File: config.mk
export PLATFORM = sky130hd
export DESIGN_NAME = inEpTransferCtl
export DESIGN_NICKNAME = d
export VERILOG_FILES = /design/src/rtl/inEpPkg.sv /design/src/rtl/inEpCtl.sv /design/src/rtl/inEpDatapath.sv /design/src/rtl/inEpTransferCtl.sv
export SDC_FILE = /design/constraint.sdc
export NUM_CORES = 1
export LEC_CHECK = 0
export ABC_AREA = 1
export ABC_CLOCK_PERIOD_IN_PS = 1800
export CORE_MARGIN = 3
export CORE_UTILIZATION = 31
export CTS_BUF_LIST = sky130_fd_sc_hd__clkbuf_8
export DETAILED_ROUTE_END_ITERATION = 8
export GPL_ROUTABILITY_DRIVEN = 0
export GPL_TIMING_DRIVEN = 0
export PLACE_DENSITY = 0.65
export SYNTH_ARGS = -nofsm -noshare
export SYNTH_HDL_FRONTEND = slang
export SYNTH_HIERARCHICAL = 1
export SYNTH_SLANG_ARGS = --single-unit
File: constraint.sdc
create_clock -name clk -period 1.8 [get_ports clk]
set_input_delay 0.18 -clock clk [delete_from_list [all_inputs] [get_ports clk]]
set_output_delay 0.18 -clock clk [all_outputs]
set_load 0.01 [all_outputs]
File: src/rtl/inEpPkg.sv
`timescale 1ns/1ps
package inEpPkg;

  // Strobes from the control to the datapath for the current token.
  typedef struct packed {
    logic issueData;
    logic issueNak;
    logic corruptCrc;
  } ctlStrobes_t;

  // Condition flags from the datapath to the control.
  typedef struct packed {
    logic hasFull;
  } dpStatus_t;

endpackage

File: src/rtl/inEpCtl.sv
`timescale 1ns/1ps
module inEpCtl
  import inEpPkg::*;
(
  input  logic        clk,
  input  logic        rstN,
  input  logic        inToken,
  input  logic        swDoneWr,
  input  logic        swDoneVal,
  input  logic        debugEn,
  input  logic        crcCmd,
  input  dpStatus_t   status,
  output ctlStrobes_t strobes,
  output logic        doneFlag
);

  logic crcArmed;
  logic eotEvent;

  // Token decision: full-only while done, drain anything otherwise.
  always_comb begin
    strobes = '0;
    if (inToken) begin
      if (!doneFlag || status.hasFull) strobes.issueData = 1'b1;
      else                             strobes.issueNak  = 1'b1;
    end
    strobes.corruptCrc = strobes.issueData && crcArmed && debugEn;
  end

  // A data packet that is not full ends the transfer.
  assign eotEvent = strobes.issueData && !status.hasFull;

  always_ff @(posedge clk) begin
    if (!rstN) begin
      doneFlag <= 1'b1;
    end else if (eotEvent) begin
      doneFlag <= 1'b1;
    end else if (swDoneWr) begin
      doneFlag <= swDoneVal;
    end
  end

  always_ff @(posedge clk) begin
    if (!rstN) begin
      crcArmed <= 1'b0;
    end else if (crcCmd && debugEn) begin
      crcArmed <= 1'b1;
    end else if (strobes.issueData) begin
      crcArmed <= 1'b0;
    end
  end

  AST_DONE_RISE_CAUSE: assert property (@(posedge clk) disable iff (!rstN)
    $rose(doneFlag) |-> ($past(eotEvent) || ($past(swDoneWr) && $past(swDoneVal))));

  AST_CRC_ONESHOT: assert property (@(posedge clk) disable iff (!rstN)
    (strobes.corruptCrc && !(crcCmd && debugEn)) |=> !crcArmed);

endmodule

File: src/rtl/inEpDatapath.sv
`timescale 1ns/1ps
module inEpDatapath
  import inEpPkg::*;
#(
  parameter int DEPTH = 64,
  parameter int CNT_W = $clog2(DEPTH + 1)
) (
  input  logic             clk,
  input  logic             rstN,
  input  logic [CNT_W-1:0] fifoCount,
  input  logic [CNT_W-1:0] maxPkt,
  input  logic [1:0]       inLvlSel,
  input  logic             lvlIrqClr,
  input  logic             pktAck,
  input  ctlStrobes_t      strobes,
  output dpStatus_t        status,
  output logic             replyValid,
  output logic             replyIsData,
  output logic [CNT_W-1:0] replyLen,
  output logic             replyBadCrc,
  output logic             fifoAdvance,
  output logic [CNT_W-1:0] advanceLen,
  output logic             lvlIrq
);

  localparam int LVL_N = 4;

  logic [CNT_W-1:0] pktLen;
  logic [CNT_W-1:0] pendLen;
  logic             pendValid;
  logic [CNT_W-1:0] thrTab [LVL_N];
  logic             lowNow;
  logic             lowPrev;

  // Low-water marks: occupancy at most DEPTH*(3-i)/4.
  generate
    for (genvar g = 0; g < LVL_N; g++) begin : gThr
      assign thrTab[g] = CNT_W'((DEPTH * (LVL_N - 1 - g)) / LVL_N);
    end
  endgenerate

  assign status.hasFull = (fifoCount >= maxPkt);
  assign pktLen         = status.hasFull ? maxPkt : fifoCount;
  assign lowNow         = (fifoCount <= thrTab[inLvlSel]);

  // Registered decision.
  always_ff @(posedge clk) begin
    if (!rstN) begin
      replyValid  <= 1'b0;
      replyIsData <= 1'b0;
      replyLen    <= '0;
      replyBadCrc <= 1'b0;
    end else begin
      replyValid  <= strobes.issueData || strobes.issueNak;
      replyIsData <= strobes.issueData;
      replyLen    <= strobes.issueData ? pktLen : '0;
      replyBadCrc <= strobes.corruptCrc;
    end
  end

  // Outstanding packet, released to the FIFO on acknowledge.
  always_ff @(posedge clk) begin
    if (!rstN) begin
      pendValid   <= 1'b0;
      pendLen     <= '0;
      fifoAdvance <= 1'b0;
      advanceLen  <= '0;
    end else begin
      fifoAdvance <= pktAck && pendValid;
      advanceLen  <= pendLen;
      if (strobes.issueData) begin
        pendValid <= 1'b1;
        pendLen   <= pktLen;
      end else if (pktAck) begin
        pendValid <= 1'b0;
      end
    end
  end

  // Sticky low-water interrupt; a fresh crossing beats the clear.
  always_ff @(posedge clk) begin
    if (!rstN) begin
      lowPrev <= 1'b1;
      lvlIrq  <= 1'b0;
    end else begin
      lowPrev <= lowNow;
      if (lowNow && !lowPrev) lvlIrq <= 1'b1;
      else if (lvlIrqClr)     lvlIrq <= 1'b0;
    end
  end

  AST_ADVANCE_AFTER_ACK: assert property (@(posedge clk) disable iff (!rstN)
    fifoAdvance |-> $past(pktAck));

  AST_LEN_BOUNDED: assert property (@(posedge clk) disable iff (!rstN)
    (replyValid && replyIsData) |-> (replyLen <= $past(maxPkt)));

  AST_IRQ_FROM_LOW: assert property (@(posedge clk) disable iff (!rstN)
    $rose(lvlIrq) |-> $past(lowNow));

endmodule

File: src/rtl/inEpTransferCtl.sv
`timescale 1ns/1ps
module inEpTransferCtl
  import inEpPkg::*;
#(
  parameter int DEPTH = 64,
  localparam int CNT_W = $clog2(DEPTH + 1)
) (
  input  logic             clk,
  input  logic             rstN,
  input  logic             inToken,
  input  logic [CNT_W-1:0] fifoCount,
  input  logic [CNT_W-1:0] maxPkt,
  input  logic             swDoneWr,
  input  logic             swDoneVal,
  input  logic             debugEn,
  input  logic             crcCmd,
  input  logic [1:0]       inLvlSel,
  input  logic             lvlIrqClr,
  input  logic             pktAck,
  output logic             replyValid,
  output logic             replyIsData,
  output logic [CNT_W-1:0] replyLen,
  output logic             replyBadCrc,
  output logic             doneFlag,
  output logic             fifoAdvance,
  output logic [CNT_W-1:0] advanceLen,
  output logic             lvlIrq
);

  ctlStrobes_t strobes;
  dpStatus_t   status;

  inEpCtl uCtl (
    .clk       (clk),
    .rstN      (rstN),
    .inToken   (inToken),
    .swDoneWr  (swDoneWr),
    .swDoneVal (swDoneVal),
    .debugEn   (debugEn),
    .crcCmd    (crcCmd),
    .status    (status),
    .strobes   (strobes),
    .doneFlag  (doneFlag)
  );

  inEpDatapath #(.DEPTH(DEPTH), .CNT_W(CNT_W)) uDp (
    .clk         (clk),
    .rstN        (rstN),
    .fifoCount   (fifoCount),
    .maxPkt      (maxPkt),
    .inLvlSel    (inLvlSel),
    .lvlIrqClr   (lvlIrqClr),
    .pktAck      (pktAck),
    .strobes     (strobes),
    .status      (status),
    .replyValid  (replyValid),
    .replyIsData (replyIsData),
    .replyLen    (replyLen),
    .replyBadCrc (replyBadCrc),
    .fifoAdvance (fifoAdvance),
    .advanceLen  (advanceLen),
    .lvlIrq      (lvlIrq)
  );

  AST_NAK_ONLY_WHEN_DONE: assert property (@(posedge clk) disable iff (!rstN)
    (replyValid && !replyIsData) |-> $past(doneFlag));

  AST_DONE_MODE_FULL: assert property (@(posedge clk) disable iff (!rstN)
    (replyValid && replyIsData && $past(doneFlag)) |-> (replyLen == $past(maxPkt)));

  AST_SHORT_ENDS_XFER: assert property (@(posedge clk) disable iff (!rstN)
    (replyValid && replyIsData && (replyLen < $past(maxPkt))) |-> doneFlag);

  AST_BADCRC_ON_DATA: assert property (@(posedge clk) disable iff (!rstN)
    replyBadCrc |-> (replyValid && replyIsData && $past(debugEn)));

endmodule

==> impl_metrics.json <==
{
  "r2r_cells": 6,
  "reg2reg_slack_ns": 0.80,
  "post_drt_wl_per_cell_um": 10.2,
  "dr.pass1.iters": 4,
  "syn-instance-count": 173,
  "hold_depth": 5,
  "dieArea_um2": 4950,
  "pin_count": 45,
  "fin_util_pct": 56.1,
  "clk-insertion-delay-late_ns": 0.27,
  "timing.final.ws_setup_ns": 0.0727,
  "grt_max_degree": 11,
  "cts_buffers": 5,
  "p_leak_uw": 0.00116,
  "nets": 265,
  "synth_nets": 207,
  "clockRootBuffer": "clkbuf_8",
  "yosys_warnings": 6,
  "antenna_left": 0,
  "vias_per_cell": 4.18,
  "cts_tree": "built",
  "post_dp_cell_area_um2": 1790,
  "setup_viol": 0,
  "worstReg2RegStart": "uCtl/doneFlag",
  "fin_crit_ns": 1.73,
  "cts_buffer_depth": 2,
  "h-tree-depth": 2,
  "routed_wl_um": 2850,
  "portBuffers": 44,
  "status": "finished, final reports clean",
  "antennaDiodeCount": 0,
  "p_per_area_nw_per_um2": 796,
  "final_cell_mix": "45 x nand2_1, 40 x inv_1, 37 x clkdlybuf4s50_1",
  "worst-endpoint-arrival_ns": 1.90,
  "cap_viol_max_count": 0,
  "min_to": "uDp/replyLen[4]",
  "grt_pass1_wl_um": 4660,
  "slowest_delay_ns": 0.45,
  "die_h_um": 70.4,
  "crit_chain": "clkdlybuf4s50_1 > inv_1 > ha_4 > nand2_4 > inv_2 > a21oi_4 > nand2_4 > inv_2 > nand2_2 > nand2_2 > inv_2 > nand2_4 > clkinv_8 > buf_4",
  "min_from": "maxPkt[4]",
  "critPathSlowestCell": "clkdlybuf4s50_1",
  "hp-class": "in2reg",
  "clk_pin_slew_worst_paths_ns": 0.06,
  "drt_iter0_drc": 49,
  "path_buf_inv": 7,
  "synth_area_um2": 1280,
  "drv_slew": 0,
  "vias": 1170,
  "final_hold_viol_count": 0,
  "path_max_fanout": 8,
  "syn_to_final_growth_pct": 67.0,
  "cp.required_ns": 1.97,
  "route.detailed.drc": 0,
  "grt-ovfl-total": 0,
  "synth_seq_cells": 30,
  "fin_crit_sh_pct": 96.0,
  "cts_hold_buf": 0,
  "layout_commonest_cell": "nand2_1",
  "core_um2": 3830,
  "clock-sinks": 30,
  "num_rows": 22,
  "synth.yosys.seq_area_share_pct": 46.7,
  "dp_slack_ns": -0.726,
  "cpLargestDelayFamily": "buffers and inverters",
  "nFillCells": 344,
  "multi_input_area_um2": 682,
  "fin_skew_ns": 0.00251,
  "grt_pass1_vias": 1064,
  "max_freq_mhz": 579,
  "tns_ns": 0,
  "syn_area_per_cell_um2": 7.43,
  "die_width_um": 70.4,
  "maxSlewHeadroom_pct": 77.7,
  "crit_path_end_kind": "register",
  "fin_area_um2": 2150,
  "path_class": "in2reg",
  "tightest_slew_ns": 0.331,
  "final-seq-area_um2": 601,
  "antenna_found_initial": 0,
  "place_hpwl_um": 2020,
  "holdWs_ns": 0.326,
  "r2r_end": "uDp/replyIsData",
  "layout-drive-gt1-share_pct": 19.8,
  "irDropWorstVdd_v": 0.000254,
  "grtUsageTotal_pct": 12.3,
  "start_util_pct": 33.6,
  "yosys.cell_types.count": 16,
  "start_kind": "input pin"
}
[power by group]
part,total [µW],internal (µW),switching (µW)
logic,360,177,182
clock network,625,402,224
registers,722,709,12.9
total,1710,1290,419
[area by class of cell]
class,instances,area share (%)
Clock inverter,3,1.75
Clock buffer,5,3.21
Inverter,45,8.45
Buffer,1,0.233
Timing Repair Buffer,51,23.8
Multi-Input combinational cell,97,31.8
Tap cell,48,2.80
Sequential cell,30,28.0
[routing by layer]
layer,global-route usage (%),up-vias,part of all wire [%]
met3,5.18,6,7.5
li1,-,627,-
met5,0,-,0
met2,19.6,38,48
met1,14.3,499,43
met4,5.11,0,1.4
[cell usage after synthesis (all sizes together)]
| cell | n | area (µm²) |
|---|---|---|
| ha | 9 | 113 |
| buf | 1 | 5.00 |
| a21boi | 1 | 7.51 |
| dfxtp | 30 | 601 |
| o21ai | 3 | 15.0 |
| nor2 | 7 | 26.3 |
| clkinv | 1 | 3.75 |
| nand2 | 55 | 224 |
| inv | 44 | 165 |
| nand3 | 18 | 90.1 |
| a21oi | 4 | 35.0 |
[flip-flops by register name, summed over array words and instances (netlist names)]
signal	cells
uCtl/crcArmed	1
uDp/advanceLen	7
uDp/replyBadCrc	1
uDp/replyIsData	1
uDp/lvlIrq	1
uDp/replyLen	7
uDp/fifoAdvance	1
uDp/pendValid	1
uCtl/doneFlag	1
uDp/pendLen	7
uDp/lowPrev	1
uDp/replyValid	1
[how the worst max path moves through the flow]
stage,start,endpoint,slack (ns),cells after the start
floorplan,maxPkt[6],uDp/pendLen[0],0.09,14
global placement,maxPkt[6],uDp/pendLen[6],-0.70,15
detailed placement,maxPkt[6],uDp/pendLen[4],-0.73,15
CTS,fifoCount[0],uDp/replyIsData,0.003,16
global route,maxPkt[5],uDp/pendLen[2],-0.02,15
finish,maxPkt[5],uDp/replyIsData,0.07,14
[per-stage QoR]
stage	power [µW]	instances
6_report	1710	280
3_3_place_gp	1010	265
2_1_floorplan	879	173
4_1_cts	1700	278
3_5_place_dp	1020	265
5_1_grt	1800	280
[worst reg2reg max path, stage by stage (launching register included)]
cell,delay (ns)
dfxtp_1,0.36
nand2_2,0.08
nand2_2,0.07
inv_2,0.05
nand2_4,0.09
clkinv_8,0.11
buf_4,0.15
[cell families (layout without fill, tap and decap cells)]
family                   count (synthesis)  count (layout)  synth area share, %
adder cells (fa/ha/maj)                  9               9                 8.76
AND/OR/NAND/NOR                         80              80                 26.5
AO/OA/AOI/OAI                            8               8                 4.48
buffers and inverters                   46             105                 13.5
flip-flops                              30              30                 46.7
[what timing repair did]
item,CTS,global route
buffers inserted,5,2
setup endpoints to repair,16,15
resized for setup,18,25
pin swaps,4,8
(Power assumes the default switching activity.)
